$ cat config.mk
export PLATFORM = sky130hd
export DESIGN_NAME = rtc_regif
export DESIGN_NICKNAME = d
export VERILOG_FILES = /design/src/rtl/rtc_regif_pkg.sv /design/src/rtl/rtc_addr_dec.sv /design/src/rtl/rtc_wr_guard.sv /design/src/rtl/rtc_sec_cnt.sv /design/src/rtl/rtc_regif.sv
export SDC_FILE = /design/constraint.sdc
export NUM_CORES = 1
export LEC_CHECK = 0
export BUFFER_PORTS_ARGS = -buffer_cell sky130_fd_sc_hd__buf_2
export CORE_MARGIN = 4
export CORE_UTILIZATION = 57
export CTS_BUF_LIST = sky130_fd_sc_hd__clkbuf_2
export DETAILED_ROUTE_END_ITERATION = 10
export PLACE_DENSITY_LB_ADDON = 0.1
export SYNTH_ARGS = -nofsm -noshare
export SYNTH_HDL_FRONTEND = slang
export SYNTH_SLANG_ARGS = --single-unit
$ cat constraint.sdc
create_clock -name clk_i -period 4.8 [get_ports clk_i]
set_input_delay 0.24 -clock clk_i [delete_from_list [all_inputs] [get_ports clk_i]]
set_output_delay 0.24 -clock clk_i [all_outputs]
set_load 0.02 [all_outputs]
$ cat src/rtl/rtc_regif_pkg.sv
package rtc_regif_pkg;
  localparam int unsigned DEC_W = 8;

  localparam logic [DEC_W-1:0] OFF_HI   = 8'h00;
  localparam logic [DEC_W-1:0] OFF_LO   = 8'h04;
  localparam logic [DEC_W-1:0] OFF_CTRL = 8'h08;

  typedef enum logic [1:0] {
    SEL_NONE,
    SEL_HI,
    SEL_LO,
    SEL_CTRL
  } rtc_sel_e;
endpackage

$ cat src/rtl/rtc_addr_dec.sv
module rtc_addr_dec
  import rtc_regif_pkg::*;
#(
  parameter int unsigned ADDR_W = 16
) (
  input  logic [ADDR_W-1:0] addr_i,
  output rtc_sel_e          sel_o
);
  logic [DEC_W-1:0] off;
  assign off = addr_i[DEC_W-1:0];

  always_comb begin
    unique case (off)
      OFF_HI:   sel_o = SEL_HI;
      OFF_LO:   sel_o = SEL_LO;
      OFF_CTRL: sel_o = SEL_CTRL;
      default:  sel_o = SEL_NONE;
    endcase
  end
endmodule

$ cat src/rtl/rtc_wr_guard.sv
module rtc_wr_guard
  import rtc_regif_pkg::*;
(
  input  logic     clk_i,
  input  logic     rst_ni,
  input  logic     wr_en_i,
  input  rtc_sel_e sel_i,
  input  logic     ctrl_bit_i,
  output logic     unlock_o
);
  logic unlock_q;

  always_ff @(posedge clk_i or negedge rst_ni) begin
    if (!rst_ni)
      unlock_q <= 1'b0;
    else if (wr_en_i && sel_i == SEL_CTRL)
      unlock_q <= ctrl_bit_i;
    else if (wr_en_i && sel_i == SEL_HI && unlock_q)
      unlock_q <= 1'b0; // high half completes the update
  end

  assign unlock_o = unlock_q;

  // control write loads the latch
  a_r5_ctrl_load: assert property (@(posedge clk_i) disable iff (!rst_ni)
    wr_en_i && sel_i == SEL_CTRL |=> unlock_o == $past(ctrl_bit_i));

  // writes to undecoded offsets leave the latch alone
  a_r8_latch_kept: assert property (@(posedge clk_i) disable iff (!rst_ni)
    wr_en_i && sel_i == SEL_NONE |=> $stable(unlock_o));
endmodule

$ cat src/rtl/rtc_sec_cnt.sv
module rtc_sec_cnt #(
  parameter int unsigned CNT_W = 32
) (
  input  logic              clk_i,
  input  logic              rst_ni,
  input  logic              tick_i,
  input  logic              ld_hi_i,
  input  logic              ld_lo_i,
  input  logic [CNT_W/2-1:0] ld_data_i,
  output logic [CNT_W-1:0]   cnt_o
);
  localparam int unsigned HALF_W = CNT_W / 2;

  logic [CNT_W-1:0] cnt_q, inc, cnt_d;

  assign inc = cnt_q + CNT_W'(tick_i);

  always_comb begin
    cnt_d = inc;
    if (ld_hi_i) cnt_d[CNT_W-1:HALF_W] = ld_data_i;
    if (ld_lo_i) cnt_d[HALF_W-1:0]     = ld_data_i;
  end

  always_ff @(posedge clk_i or negedge rst_ni) begin
    if (!rst_ni) cnt_q <= '0;
    else         cnt_q <= cnt_d;
  end

  assign cnt_o = cnt_q;

  // unobstructed tick advances by one, modulo 2^CNT_W
  a_r9_tick_step: assert property (@(posedge clk_i) disable iff (!rst_ni)
    tick_i && !ld_hi_i && !ld_lo_i |=> cnt_o == $past(cnt_o) + CNT_W'(1));

  // loaded low half wins, high half follows the increment
  a_r10_lo_merge: assert property (@(posedge clk_i) disable iff (!rst_ni)
    ld_lo_i && !ld_hi_i |=> cnt_o[HALF_W-1:0] == $past(ld_data_i) &&
      cnt_o[CNT_W-1:HALF_W] == $past(cnt_o[CNT_W-1:HALF_W] + HALF_W'(tick_i && cnt_o[HALF_W-1:0] == '1)));

  a_r9_idle_hold: assert property (@(posedge clk_i) disable iff (!rst_ni)
    !tick_i && !ld_hi_i && !ld_lo_i |=> $stable(cnt_o));
endmodule

$ cat src/rtl/rtc_regif.sv
module rtc_regif
  import rtc_regif_pkg::*;
#(
  parameter int unsigned ADDR_W = 16,
  parameter int unsigned DATA_W = 32,
  parameter int unsigned CNT_W  = 32
) (
  input  logic              clk_i,
  input  logic              rst_ni,
  input  logic [ADDR_W-1:0] addr_i,
  input  logic [DATA_W-1:0] wdata_i,
  input  logic              wr_en_i,
  input  logic              rd_en_i,
  input  logic              tick_i,
  output logic [DATA_W-1:0] rdata_o
);
  localparam int unsigned HALF_W = CNT_W / 2;

  rtc_sel_e         sel;
  logic             unlock;
  logic             ld_hi, ld_lo;
  logic [CNT_W-1:0] cnt;
  logic [DATA_W-1:0] rd_mux, rdata_q;

  rtc_addr_dec #(.ADDR_W(ADDR_W)) u_dec (
    .addr_i (addr_i),
    .sel_o  (sel)
  );

  rtc_wr_guard u_guard (
    .clk_i      (clk_i),
    .rst_ni     (rst_ni),
    .wr_en_i    (wr_en_i),
    .sel_i      (sel),
    .ctrl_bit_i (wdata_i[0]),
    .unlock_o   (unlock)
  );

  assign ld_hi = wr_en_i && unlock && sel == SEL_HI;
  assign ld_lo = wr_en_i && unlock && sel == SEL_LO;

  rtc_sec_cnt #(.CNT_W(CNT_W)) u_cnt (
    .clk_i     (clk_i),
    .rst_ni    (rst_ni),
    .tick_i    (tick_i),
    .ld_hi_i   (ld_hi),
    .ld_lo_i   (ld_lo),
    .ld_data_i (wdata_i[HALF_W-1:0]),
    .cnt_o     (cnt)
  );

  always_comb begin
    unique case (sel)
      SEL_HI:  rd_mux = DATA_W'(cnt[CNT_W-1:HALF_W]);
      SEL_LO:  rd_mux = DATA_W'(cnt[HALF_W-1:0]);
      default: rd_mux = '0;
    endcase
  end

  always_ff @(posedge clk_i or negedge rst_ni) begin
    if (!rst_ni)      rdata_q <= '0;
    else if (rd_en_i) rdata_q <= rd_mux;
  end

  assign rdata_o = rdata_q;

  // locked half writes do not disturb the count
  a_r8_locked_write: assert property (@(posedge clk_i) disable iff (!rst_ni)
    wr_en_i && !unlock && !tick_i && (sel == SEL_HI || sel == SEL_LO) |=> $stable(cnt));

  // high write closes the latch
  a_r6_relock: assert property (@(posedge clk_i) disable iff (!rst_ni)
    wr_en_i && unlock && sel == SEL_HI |=> !unlock);

  // control and undecoded offsets read as zero
  a_r4_zero_read: assert property (@(posedge clk_i) disable iff (!rst_ni)
    rd_en_i && sel != SEL_HI && sel != SEL_LO |=> rdata_o == '0);

  // read data holds without a strobe
  a_r12_rdata_hold: assert property (@(posedge clk_i) disable iff (!rst_ni)
    !rd_en_i |=> $stable(rdata_o));
endmodule

==> results.toml, run 1 <==
[detailed_routing]
drtIter0Drc = 90
drt_wl_total_um = 6020
antenna_left = 0
drc_errors = 0
wl_per_cell_um = 14.9
vias_per_cell = 5.59
dr.pass1.iters = 4
num_vias = 2259

[sta]
maxSlewViolCount = 0
maxSlewHeadroom_pct = 28.3
min_period_over_period_pct = 52.2
fin_ws_ps = 2290
rsz0062_at_grt = "no"
fmax_mhz = 399
whs_ps = 16.2
final-hold-violation-count = 0
tns_ps = 0
worstMarginPinSlew_ps = 1070
fin_crit_ps = 2510
setup_violations = 0
fin_worst_skew_ps = 27.0

[worst_hold_path]
hold_class = "in2reg"
worstHoldPathCells = 3

[cells_and_area]
fin_nets = 407
mostFrequentLayoutCells = "49 x dfrtp_1, 44 x buf_2, 39 x nand2_1, 22 x o21ai_0, 20 x inv_1"
final-instance-count-excl-fill = 404
final_common_cell = "dfrtp_1"
area.growth.synth_to_final_pct = 13.1
drive_gt1_share_pct = 17.1
n_antenna_cell = 0
fill_cells = 407

[clocking]
clk_path_buf_depth = 2
cts.sinks = 49
path_clk_slew_ps = 250
cts-root-buf = "clkbuf_2"
numCtsBuffers = 5
ctsHoldBuffers = 6
cts_resized = 0
htree_levels = 2
insertion_delay_ps = 430
cts_tree = "done"
post_cts_buffers = 0

[worst_setup_path]
cpPeakStageDelay_ps = 930
reg2reg_depth = 7
crit_buf_inv = 2
crit_family = "simple AND/OR/NAND/NOR gates"
cp.required_ps = 5160
worstPathMaxFanout = 30
crit_chain = "buf_2 -> nor4_1 -> nand3_1 -> inv_1 -> ha_1 -> and3_1 -> mux2_2"
crit_arrival_ps = 2870
end_kind = "flop"
crit_cells = 7
critPathSlowestCell = "and3_1"
path_class = "in2reg"
critPathLaunchType = "primary input"

[grt]
antenna_found_initial = 0
grt_max_degree = 50
grt_usage_pct = 21.1
grt_pass1_wl_um = 10100
grt_pass1_vias = 2143
overflow = 0

[power]
ir_drop_mv = 0.140
p_leak_uw = 0.00132
power_uw = 806
power_density_nw_per_um2 = 259

[synth]
synth_cells = 302
syn_avg_cell_area_um2 = 9.12
ys_types = 33
synth-seq-cells = 49
synthTopCellsByArea = "dfrtp_1 45%, xnor2_1 5.4%, nand2_1 5.3%, xor2_1 4.5%, a22oi_1 4.4%"
ys_seq_area_share_pct = 44.5
yosys.area.top_type_share_pct = 44.5
yosysWarnings = 0
netlist_area_um2 = 2760
yosys.area.top_type = "dfrtp_1"

[floorplanning]
row_count = 25
ioPinCount = 85
dieArea_um2 = 6010
dieWidth_um = 77.5
die_y_um = 77.5
fp.coreArea_um2 = 4690
initial_core_util_pct = 58.7

[placement]
placed_cells = 382
gp_congestion = 0.860
dp_hpwl_um = 4240
io_buffer_count = 44
pre_cts_ws_ps = 1780

[job]
drv_cap = 0

[run_status]
status = "complete, no violations"
==> through the flow <==
step	utilization [%]	cell area (um2)
after global routing	66.4	3120
after global placement	62.1	2910
after floorplan	-	2810
final	66.4	3120
after detailed placement	62.1	2910
after CTS	64.7	3040
==> layout make-up <==
type	count	area, um2	area share, %
Multi-Input combinational cell	215	1320	42.4
Tap cell	54	67.6	2.17
Sequential cell	49	1230	39.4
Clock inverter	2	33.8	1.08
Clock buffer	6	30.0	0.964
Inverter	20	75.1	2.41
Timing Repair Buffer	58	360	11.6
==> power breakdown <==
group	internal, uW	leakage [uW]	switching (uW)
registers	442	0.000673	40.1
logic	48.8	0.000610	57.7
clock network	88.7	0.0000406	129
total	579	0.00132	227
==> path summary, 6_finish.rpt <==
check                                       end  slack (ps)      startpoint
worst max-delay path             u_cnt.cnt_o[1]        2290       addr_i[5]
worst min-delay path            u_cnt.cnt_o[10]          20     wdata_i[10]
worst max register to register  u_cnt.cnt_o[26]        2670  u_cnt.cnt_o[0]
worst min register to register       rdata_o[4]         540      rdata_o[4]
max in group asynchronous            rdata_o[3]        3630          rst_ni
min in group asynchronous       u_cnt.cnt_o[18]         510          rst_ni
==> flip-flops by register name (all words and copies together), names as in the netlist <==
register          count
u_guard.unlock_o      1
u_cnt.cnt_o          32
rdata_o              16
==> synthesized netlist by cell type <==
| cell type | n |
|---|---|
| and3_1 | 5 |
| nand2b_1 | 1 |
| xnor2_1 | 17 |
| or4_4 | 1 |
| o21ai_0 | 22 |
| inv_1 | 20 |
| nor2_1 | 10 |
| nand3_1 | 11 |
| o22ai_1 | 16 |
| nand4_1 | 10 |
| mux2_2 | 2 |
| o21ai_2 | 1 |
| a22oi_1 | 16 |
| buf_4 | 16 |
| o21ai_1 | 5 |
| xor2_1 | 14 |
| nand3_2 | 1 |
| or2_1 | 1 |
| clkbuf_1 | 14 |
| ha_1 | 5 |
| and4_1 | 4 |
| conb_1 | 1 |
| nor4_4 | 1 |
| nor4_1 | 3 |
| a21oi_1 | 3 |
| buf_2 | 2 |
| and2_1 | 2 |
| dfrtp_1 | 49 |
| nand2_1 | 39 |
| clkbuf_2 | 1 |
| nor3_1 | 5 |
| a32o_1 | 1 |
| nor4_2 | 3 |
==> worst reg2reg max path: stages (launching register included) <==
cell and delay (ps):
dfrtp_1 420, ha_1 190, ha_1 230, nand4_1 120, nor4_2 560, nand4_1 230, xor2_1 200, a21oi_1 130
==> layer usage <==
layer  share of wire, %  track usage [%]
met5                  0                0
met2                 47             34.2
met3                5.0             3.36
met1                 46             28.0
met4                1.7             9.25
==> cell families (layout without fill, tap and decap cells) <==
kind of cell,count (synthesis),count (layout),share of synthesized area [%]
xor gates and xnor gates,31,31,9.85
other,1,16,0.136
AOI/OAI and AO/OA,64,64,14.1
DFF,49,49,44.5
and+or+nand+nor,97,97,18.8
buffers and inverters,53,86,9.54
muxes,2,2,0.817
adders and majority gates,5,5,2.27
No activity file was read; power rests on OpenSTA's default activity.
==> inputs of run 2 (changes only) <==
--- a/config.mk
+++ b/config.mk
@@ -7,7 +7,7 @@
 export LEC_CHECK = 0
 export BUFFER_PORTS_ARGS = -buffer_cell sky130_fd_sc_hd__buf_2
 export CORE_MARGIN = 4
-export CORE_UTILIZATION = 57
+export CORE_UTILIZATION = 53
 export CTS_BUF_LIST = sky130_fd_sc_hd__clkbuf_2
 export DETAILED_ROUTE_END_ITERATION = 10
 export PLACE_DENSITY_LB_ADDON = 0.1
==> constraint.sdc (replaced) <==
create_clock -name clk_i -period 2.4 [get_ports clk_i]
set_input_delay 0.12 -clock clk_i [delete_from_list [all_inputs] [get_ports clk_i]]
set_output_delay 0.12 -clock clk_i [all_outputs]
set_load 0.02 [all_outputs]
==> run 2 against run 1 <==
Worst setup slack got worse by 1800 ps; worst hold slack improved by 24 ps; non-clock buffer count rose by 12; flip-flop and latch count did not move; final cell count rose by 5.9%; wire length rose by 4.2%; clock power rose by 44%; register-to-register slack got worse by 2200 ps; die area rose by 6.8%; combinational power rose by 110%; critical endpoint is now u_cnt.cnt_o[29].
==> results.toml, run 2 (synthesis results as in run 1) <==
[floorplanning]
fp.coreArea_um2 = 4880
die_y_um = 80.1
dieWidth_um = 80.1
row_count = 25
ioPinCount = 85
dieArea_um2 = 6420
initial_core_util_pct = 56.5

[clocking]
ctsHoldBuffers = 18
cts-root-buf = "clkbuf_2"
post_cts_buffers = 0
cts.sinks = 49
path_clk_slew_ps = 240
cts_tree = "done"
cts_resized = 0
htree_levels = 2
insertion_delay_ps = 420
numCtsBuffers = 5
clk_path_buf_depth = 2

[grt]
overflow = 0
grt_usage_pct = 21.4
grt_pass1_vias = 2300
grt_pass1_wl_um = 10700
grt_max_degree = 28
antenna_found_initial = 0

[cells_and_area]
largest_reg_flops = 32
final_common_cell = "dfrtp_1"
fin_nets = 419
finish.utilization_pct = 65.6
mostFrequentLayoutCells = "49 x dfrtp_1, 44 x buf_2, 39 x nand2_1, 22 x o21ai_0, 20 x inv_1"
area.growth.synth_to_final_pct = 16.2
design_area_um2 = 3200
drive_gt1_share_pct = 18.6
n_antenna_cell = 0
final-instance-count-excl-fill = 428

[placement]
placed_area_um2 = 2990
io_buffer_count = 44
gp_congestion = 0.912
placed_cells = 403
dp_hpwl_um = 4480

[detailed_routing]
drtIter0Drc = 125
vias_per_cell = 5.35
drc_errors = 0
dr.pass1.iters = 4
antenna_left = 0
wl_per_cell_um = 14.7
drt_wl_total_um = 6270
num_vias = 2291

[worst_setup_path]
end_kind = "flop"
critPathLaunchType = "flop"
r2r-end = "u_cnt.cnt_o[29]"
cp.required_ps = 2720
rr_startpoint = "u_cnt.cnt_o[0]"
path_class = "reg2reg"
worstPathMaxFanout = 6
reg2reg_depth = 6
crit_arrival_ps = 2260
crit_path_start = "u_cnt.cnt_o[0]"
crit_end = "u_cnt.cnt_o[29]"
ff2ff_setup_slack_ps = 460

[job]
drv_cap = 0

[sta]
fin_worst_skew_ps = 28.3
whs_ps = 39.8
maxSlewViolCount = 0
tns_ps = 0
fmax_mhz = 514
min_period_over_period_pct = 81.0
fin_crit_ps = 1940
setup_violations = 0
worstMarginPinSlew_ps = 715
rsz0062_at_grt = "no"
maxSlewHeadroom_pct = 52.3
final-hold-violation-count = 0

[worst_hold_path]
hold_class = "in2reg"

[run_status]
status = "complete, no violations"

[power]
ir_drop_mv = 0.266
p_leak_uw = 0.00137
power_density_nw_per_um2 = 467
-- run 2: cell count changes in the layout (fill, tap and decap cells not counted), sizes merged --
cell and delta:
buf +8, dlygate4sd3 +4, bufinv -1
-- run 2: stage by stage --
stage / total power [uW] / setup slack [ps]
final: 1490 / 456
after CTS: 1510 / 468
after global routing: 1590 / 307
after global placement: 1160 / 366
after detailed placement: 1170 / 329
after floorplan: 1110 / 393
-- run 2: area by class of cell --
type                            count  area [um2]
Timing Repair Buffer               70         460
Multi-Input combinational cell    215        1320
Fill cell                         441        1680
Inverter                           20        75.1
Tap cell                           67        83.8
Sequential cell                    49        1230
Clock buffer                        6        30.0
Clock inverter                      1        3.75
-- run 2: worst min-delay path by stage --
| stage | from | to | slack (ps) | cells after the start |
|---|---|---|---|---|
| finish | tick_i | u_cnt.cnt_o[0] | 40 | 3 |
| floorplan | rst_ni | rdata_o[0] | -180 | 0 |
| detailed placement | rst_ni | rdata_o[5] | 130 | 1 |
| global route | tick_i | u_cnt.cnt_o[0] | 10 | 3 |
| CTS | tick_i | u_cnt.cnt_o[0] | 20 | 3 |
| global placement | rst_ni | rdata_o[5] | 130 | 1 |
-- run 2: metal layers --
metal / GRT usage (%) / part of all wire (%)
met1: 28.4 / 47
met2: 35.9 / 47
met3: 3.36 / 4.4
met4: 6.76 / 2.0
met5: 0 / 0
-- run 2: power breakdown --
part / internal (uW) / switching [uW]
combinational: 105 / 115
clock: 67.9 / 247
sequential: 883 / 76.1
total: 1060 / 438
-- run 2: worst max-delay path: stages, from the launching register on --
cell and delay, ps:
dfrtp_1 400, ha_1 190, and4_1 360, nand3_1 210, nor4_1 440, xnor2_1 180
o21ai_1 70
